<file path="src/rtl/sio_glue_pkg.sv">
package sio_glue_pkg;

  localparam int unsigned OFS_COMM = 4;
  localparam int unsigned OFS_CFG  = 5;
  localparam int unsigned CTL_SPAN = 4;

  typedef enum logic [1:0] {
    IRQ_NONE = 2'b00,
    IRQ_TC   = 2'b01,
    IRQ_CTL  = 2'b10,
    IRQ_TEST = 2'b11
  } irq_sel_e;

  typedef struct packed {
    logic [1:0] irq_sel;
    logic       rx_en;
    logic       tx_en;
    logic       rx_src;
    logic       tx_src;
  } cfg_t;

  typedef struct packed {
    logic lp_local;
    logic lp_remote;
    logic rclk;
    logic tclk;
    logic rxe;
    logic txe;
  } comm_t;

endpackage

</file>
<file path="src/rtl/sio_glue_decode.sv">
module sio_glue_decode #(
  parameter int unsigned ADDR_W  = 16,
  parameter int unsigned WIN_LG2 = 3,
  localparam int unsigned BASE_W = ADDR_W - WIN_LG2
) (
  input  logic [ADDR_W-1:0]  addr,
  input  logic [BASE_W-1:0]  base_sw,
  input  logic               wr,
  input  logic               rd,
  output logic               ctl_sel,
  output logic               comm_wr,
  output logic               cfg_wr,
  output logic               comm_rd,
  output logic               cfg_rd
);
  import sio_glue_pkg::*;

  logic               hit;
  logic [WIN_LG2-1:0] ofs;

  always_comb begin
    hit     = (addr[ADDR_W-1:WIN_LG2] == base_sw);
    ofs     = addr[WIN_LG2-1:0];
    ctl_sel = hit && (ofs < WIN_LG2'(CTL_SPAN));
    comm_wr = hit && wr && (ofs == WIN_LG2'(OFS_COMM));
    cfg_wr  = hit && wr && (ofs == WIN_LG2'(OFS_CFG));
    comm_rd = hit && rd && (ofs == WIN_LG2'(OFS_COMM));
    cfg_rd  = hit && rd && (ofs == WIN_LG2'(OFS_CFG));
  end

endmodule

</file>
<file path="src/rtl/sio_glue_regs.sv">
module sio_glue_regs
  import sio_glue_pkg::*;
(
  input  logic       clk,
  input  logic       rst_n,
  input  logic [7:0] wdata,
  input  logic       comm_wr,
  input  logic       cfg_wr,
  input  logic       comm_rd,
  input  logic       cfg_rd,
  input  logic       test_in,
  output cfg_t       cfg_q,
  output comm_t      comm_q,
  output logic [7:0] rdata
);

  cfg_t  cfg_d;
  comm_t comm_d;
  logic  unused_wdata_hi;

  assign unused_wdata_hi = ^wdata[7:6];

  // next state, with the write enables spelled out
  always_comb begin
    cfg_d  = cfg_q;
    comm_d = comm_q;
    if (cfg_wr)  cfg_d  = cfg_t'(wdata[5:0]);
    if (comm_wr) comm_d = comm_t'(wdata[5:0]);
  end

  always_ff @(posedge clk or negedge rst_n) begin
    if (!rst_n) begin
      cfg_q  <= '0;
      comm_q <= '0;
    end else begin
      if (cfg_wr)  cfg_q  <= cfg_d;
      if (comm_wr) comm_q <= comm_d;
    end
  end

  always_comb begin
    rdata = 8'h00;
    if (cfg_rd)  rdata = {2'b00, cfg_q};
    if (comm_rd) rdata = {test_in, 1'b0, comm_q};
  end

endmodule

</file>
<file path="src/rtl/sio_glue_dma.sv">
module sio_glue_dma
  import sio_glue_pkg::*;
(
  input  cfg_t cfg,
  input  logic a_wreq,
  input  logic a_dtrreq,
  input  logic b_wreq,
  output logic tx_req,
  output logic rx_req,
  output logic conflict
);

  logic tx_pin;
  logic rx_pin;

  always_comb begin
    tx_pin   = cfg.tx_src ? a_dtrreq : a_wreq;
    rx_pin   = cfg.rx_src ? b_wreq   : a_wreq;
    conflict = cfg.tx_en && cfg.rx_en && !cfg.tx_src && !cfg.rx_src;
    tx_req   = cfg.tx_en && tx_pin;
    rx_req   = cfg.rx_en && rx_pin && !conflict;
  end

endmodule

</file>
<file path="src/rtl/sio_glue_irq.sv">
module sio_glue_irq
  import sio_glue_pkg::*;
(
  input  logic       clk,
  input  logic       rst_n,
  input  logic [1:0] sel,
  input  logic       tc_in,
  input  logic       dma_ack,
  input  logic       cfg_wr,
  input  logic       ctl_irq,
  input  logic       test_in,
  input  logic       share_mode,
  output logic       irq_out,
  output logic       irq_oe
);

  logic tc_q;
  logic tc_d;
  logic tc_en;
  logic pending;

  always_comb begin
    tc_en = cfg_wr || (tc_in && dma_ack);
    tc_d  = !cfg_wr;
  end

  always_ff @(posedge clk or negedge rst_n) begin
    if (!rst_n)     tc_q <= 1'b0;
    else if (tc_en) tc_q <= tc_d;
  end

  always_comb begin
    unique case (irq_sel_e'(sel))
      IRQ_TC:   pending = tc_q && share_mode;
      IRQ_CTL:  pending = ctl_irq;
      IRQ_TEST: pending = test_in;
      default:  pending = 1'b0;
    endcase
    irq_out = pending;
    irq_oe  = share_mode ? pending : 1'b1;
  end

endmodule

</file>
<file path="src/rtl/sio_glue.sv">
module sio_glue
  import sio_glue_pkg::*;
#(
  parameter int unsigned ADDR_W  = 16,
  parameter int unsigned WIN_LG2 = 3,
  localparam int unsigned BASE_W = ADDR_W - WIN_LG2
) (
  input  logic              clk,
  input  logic              rst_n,
  input  logic [ADDR_W-1:0] bus_addr,
  input  logic [7:0]        bus_wdata,
  input  logic              bus_wr,
  input  logic              bus_rd,
  output logic [7:0]        bus_rdata,
  input  logic [BASE_W-1:0] base_sw,
  output logic              ctl_sel,
  input  logic              ctl_a_wreq,
  input  logic              ctl_a_dtrreq,
  input  logic              ctl_b_wreq,
  input  logic              ctl_irq,
  input  logic              test_in,
  input  logic              tc_in,
  input  logic              dma_ack,
  input  logic              share_mode,
  input  logic              drv_tx_reg_mode,
  input  logic              drv_rx_reg_mode,
  output logic              dma_tx_req,
  output logic              dma_rx_req,
  output logic              dma_conflict,
  output logic              irq_out,
  output logic              irq_oe,
  output logic              tx_drv_en,
  output logic              rx_drv_en,
  output logic              tclk_en,
  output logic              rclk_en,
  output logic              loop_local,
  output logic              loop_remote
);

  logic  comm_wr, cfg_wr, comm_rd, cfg_rd;
  cfg_t  cfg_q;
  comm_t comm_q;

  sio_glue_decode #(.ADDR_W(ADDR_W), .WIN_LG2(WIN_LG2)) u_decode (
    .addr    (bus_addr),
    .base_sw (base_sw),
    .wr      (bus_wr),
    .rd      (bus_rd),
    .ctl_sel (ctl_sel),
    .comm_wr (comm_wr),
    .cfg_wr  (cfg_wr),
    .comm_rd (comm_rd),
    .cfg_rd  (cfg_rd)
  );

  sio_glue_regs u_regs (
    .clk     (clk),
    .rst_n   (rst_n),
    .wdata   (bus_wdata),
    .comm_wr (comm_wr),
    .cfg_wr  (cfg_wr),
    .comm_rd (comm_rd),
    .cfg_rd  (cfg_rd),
    .test_in (test_in),
    .cfg_q   (cfg_q),
    .comm_q  (comm_q),
    .rdata   (bus_rdata)
  );

  sio_glue_dma u_dma (
    .cfg      (cfg_q),
    .a_wreq   (ctl_a_wreq),
    .a_dtrreq (ctl_a_dtrreq),
    .b_wreq   (ctl_b_wreq),
    .tx_req   (dma_tx_req),
    .rx_req   (dma_rx_req),
    .conflict (dma_conflict)
  );

  sio_glue_irq u_irq (
    .clk        (clk),
    .rst_n      (rst_n),
    .sel        (cfg_q.irq_sel),
    .tc_in      (tc_in),
    .dma_ack    (dma_ack),
    .cfg_wr     (cfg_wr),
    .ctl_irq    (ctl_irq),
    .test_in    (test_in),
    .share_mode (share_mode),
    .irq_out    (irq_out),
    .irq_oe     (irq_oe)
  );

  always_comb begin
    tx_drv_en   = drv_tx_reg_mode ? comm_q.txe : 1'b1;
    rx_drv_en   = drv_rx_reg_mode ? comm_q.rxe : 1'b1;
    tclk_en     = comm_q.tclk;
    rclk_en     = comm_q.rclk;
    loop_local  = comm_q.lp_local;
    loop_remote = comm_q.lp_remote;
  end

endmodule

</file>
<file path="config.mk">
export PLATFORM = sky130hd
export DESIGN_NAME = sio_glue
export DESIGN_NICKNAME = d
export VERILOG_FILES = /design/src/rtl/sio_glue_pkg.sv /design/src/rtl/sio_glue_decode.sv /design/src/rtl/sio_glue_regs.sv /design/src/rtl/sio_glue_dma.sv /design/src/rtl/sio_glue_irq.sv /design/src/rtl/sio_glue.sv
export SDC_FILE = /design/constraint.sdc
export NUM_CORES = 1
export LEC_CHECK = 0
export ABC_AREA = 1
export BUFFER_PORTS_ARGS = -buffer_cell sky130_fd_sc_hd__clkbuf_2
export CORE_MARGIN = 2
export CORE_UTILIZATION = 39
export DETAILED_ROUTE_END_ITERATION = 8
export PLACE_DENSITY = 0.79
export SYNTH_ARGS = -nofsm -noshare
export SYNTH_HDL_FRONTEND = slang
export SYNTH_SLANG_ARGS = --single-unit
</file>
<file path="constraint.sdc">
create_clock -name clk -period 0.9 [get_ports clk]
set_input_delay 0.045 -clock clk [delete_from_list [all_inputs] [get_ports clk]]
set_output_delay 0.045 -clock clk [all_outputs]
set_load 0.02 [all_outputs]
</file>
==> results.txt <==
- The path class of the tightest hold or removal check is primary input to flop.
- Placed cell areas: 1720 um2
* Initial Util: 40.3%
- Routed via count divided by cell count: ~5.2
- Yosys printed 0 warnings.
- Counting along the longest clock path gives a buffer depth of 2.
- Worst vdd ir: 0.500 mV
- Number of DRC violations after detailed routing: 0
- After legalization and detailed placement, the total HPWL measured ~2.7 mm.
- The finished cells cover 2230 um2.
- Clock root buffer: sky130_fd_sc_hd__clkbuf_4
* Fill cells: ~210
* Worst path top cell family by delay: compound AO/OA/AOI/OAI gates
- Type of destination of the critical path: primary output
- The total count of hold-check failures in the final report was 0.
- Global Route Usage Sum: ~22%
* Syn-to-layout area delta: 85.6%
- The cell count after synthesis came out at 196.
- Unique cell type count in the Yosys netlist: 27
- Worst Setup Slack, final: -0.546 ns
- Data on the critical path is required at its endpoint by 0.85 ns.
- Number of antenna violations at the first check in global routing: 0
* Count of port buffers added during placement: 67
* CTS HTree Levels: 1
- The worst path uses 161% of the clock period.
- Area of the placeable core: 2980 um2
* Outcome: complete, but fails checks
- Worst Setup Path Type: flop to primary output
- Summing all multi-input logic gate instances after layout gives ~850 um2.
- Routed Antenna Nets: 0
- The worst path in the final design needs a cycle of 1.45 ns, including I/O delays and setup.
- Dividing the detail-routed wire length by the instance count gives around 14 um.
- TritonCTS built the clock tree.
* WHS: 0.000509 ns
- The pre-antenna-repair detailed-routing pass consisted of 4 iterations.
- Flip-flop and latch count after synthesis: 13
* First-pass GRT wire length: 6.07 mm
* Worst clock skew: 0 ns
* Count of inserted antenna diode cells: 0
- Post-synthesis area per instance: 6.12 um2
- CP Cell Sequence: o211ai_1 > o311ai_2 > buf_4
* Final weighted congestion in routability-driven placement: 0.902
- Die height: slightly below 60 um
- Area of the die: 3540 um2
* Count of nets after finishing: 339
- Max Freq: ~690 MHz
- Setup violations, final: 31
- Of the cells placed in the final design, the portion with a size suffix greater than 1 is a little over half.
* Setup repair after global routing missed its margin: yes
- After clock tree synthesis, the clock-pin slew on the worst setup and hold paths is 0.10 ns.
* Number of global-route vias before repair: 1,445
- STA classifies the critical path startpoint as a flop.
* Setup Total Neg Slack: -9.44 ns
* Total count of max-transition violations in the final report: 0
* Total design power: about 1.5 mW
- Maximum net fanout on the critical path: 4
- In this design, the stage delay of the slowest critical-path cell is 0.43 ns.
- I/O pin total: 71
- Most common library cell in the layout ignoring fill and taps: sky130_fd_sc_hd__nand2_1
- Worst-skew pair later-pin latency: 0.29 ns
- Detailed routing inserted a total of 1,671 vias.
* Chip Width: 59.5 um
* Arrival time reported for the critical path endpoint: 1.40 ns
* Mapped cell area: 1200 um2
- Sequential fraction of the synthesis area: 27.1%
* Cell with the largest stage delay on the worst path: sky130_fd_sc_hd__dfrtp_1
* Number of standard-cell rows in the floorplan: 20
- Failing checks: setup timing
* Total detailed-routing wirelength: 4.56 mm
- Counting every net in the synthesized netlist gives 247.
* Clock Sinks: 13
- In the layout the commonest cells are sky130_fd_sc_hd__nand2_1, sky130_fd_sc_hd__clkbuf_2, sky130_fd_sc_hd__buf_6.
- Buffers inserted during clock tree synthesis total 3.
- Max cap viols: 0
- P_leak: 1.24 nW
- Grt ovf: 0
- Entering global routing, the biggest net connects 14 pins.
- Power spread over the standard cell area amounts to between 600 and 700 nW/um2.
* Area of all sequential standard cells: ~330 um2
- Iter 0 DRT Violations: 62
* FF-to-FF setup slack: -0.02 ns
- Buf/Inv on CP: 1
- Once layout is complete, the utilization of the core stands at 74.8%.
[state kept, by name, summed over array words and instances (netlist names)]
signal	flops
u_regs.comm_q	6
u_regs.cfg_q	6
u_irq.tc_q	1
[power breakdown]
group	switching, mW	total (mW)	internal, mW
registers	0.000471	0.584	0.584
clock network	0.241	0.414	0.173
logic	0.261	0.486	0.224
total	0.503	1.48	0.981
[metrics by stage]
step                      setup slack (ns)  cells
final                               -0.546    320
after detailed placement            -0.361    304
after floorplan                    -0.0732    196
after global placement              -0.339    304
after global routing                -0.601    320
after CTS                           -0.462    315
[layout make-up]
class                      instances  area share, %
clock buffer                       4           1.18
inverter                          33           5.90
multi-input combinational        143           38.4
sequential                        13           14.7
tap                               33           1.85
timing repair buffer              94           38.0
[cell families after synthesis]
| logic type | Yosys count | synth area share [%] |
|---|---|---|
| multiplexers | 1 | 0.834 |
| buffers and inverters | 40 | 14.7 |
| XOR/XNOR | 4 | 2.92 |
| flip-flops | 13 | 27.1 |
| AO/OA/AOI/OAI | 5 | 2.82 |
| AND/OR/NAND/NOR | 132 | 51.3 |
| other | 1 | 0.313 |
[cell usage after synthesis, drive strengths merged]
cell type,instances,area [um2]
buf,7,52.5
clkinv,1,3.75
nor2,15,68.8
xor2,2,17.5
o31ai,1,7.51
nor3,3,20.0
xnor2,2,17.5
mux2i,1,10.0
nand2,83,312
inv,32,120
o211ai,1,7.51
o21ai,1,5.00
dfrtp,13,325
a21oi,1,5.00
nand4,26,175
conb,1,3.75
o311ai,1,8.76
nand3,3,20.0
nor3b,2,20.0
[final timing paths]
| path | to | start | cells after the start |
|---|---|---|---|
| max | irq_oe | u_regs.cfg_q[4] | 3 |
| min | u_regs.cfg_q[3] | bus_wdata[3] | 3 |
| max reg2reg | u_regs.cfg_q[4] | u_regs.cfg_q[4] | 4 |
| min reg2reg | u_regs.comm_q[4] | u_regs.comm_q[4] | 2 |
| max in group asynchronous | u_regs.cfg_q[0] | rst_n | 2 |
| min in group asynchronous | u_regs.cfg_q[3] | rst_n | 2 |
[metal layers]
metal  track usage, %  vias to the layer above  share of wire (%)
li1                 -                      807                  -
met1             27.0                      764                 37
met2             39.6                       81                 54
met3             4.59                       19                6.3
met4             6.82                        0                2.5
met5                0                        -                  0
[worst reg2reg max path: cells and delay by family, from the launching register on]
kind / cells / cell delay, ns
buf+inv: 2 / 0.27
flops: 1 / 0.43
simple gates: 2 / 0.11
[repair_timing]
action,CTS,global route
endpoints found under the setup margin,26,32
hold buffers,1,0
pin swaps,14,39
hold endpoints to repair,13,0
resized for setup,42,80
setup buffers,7,7
gates cloned,1,1
Note: power is estimated with default switching activity, not from simulation.
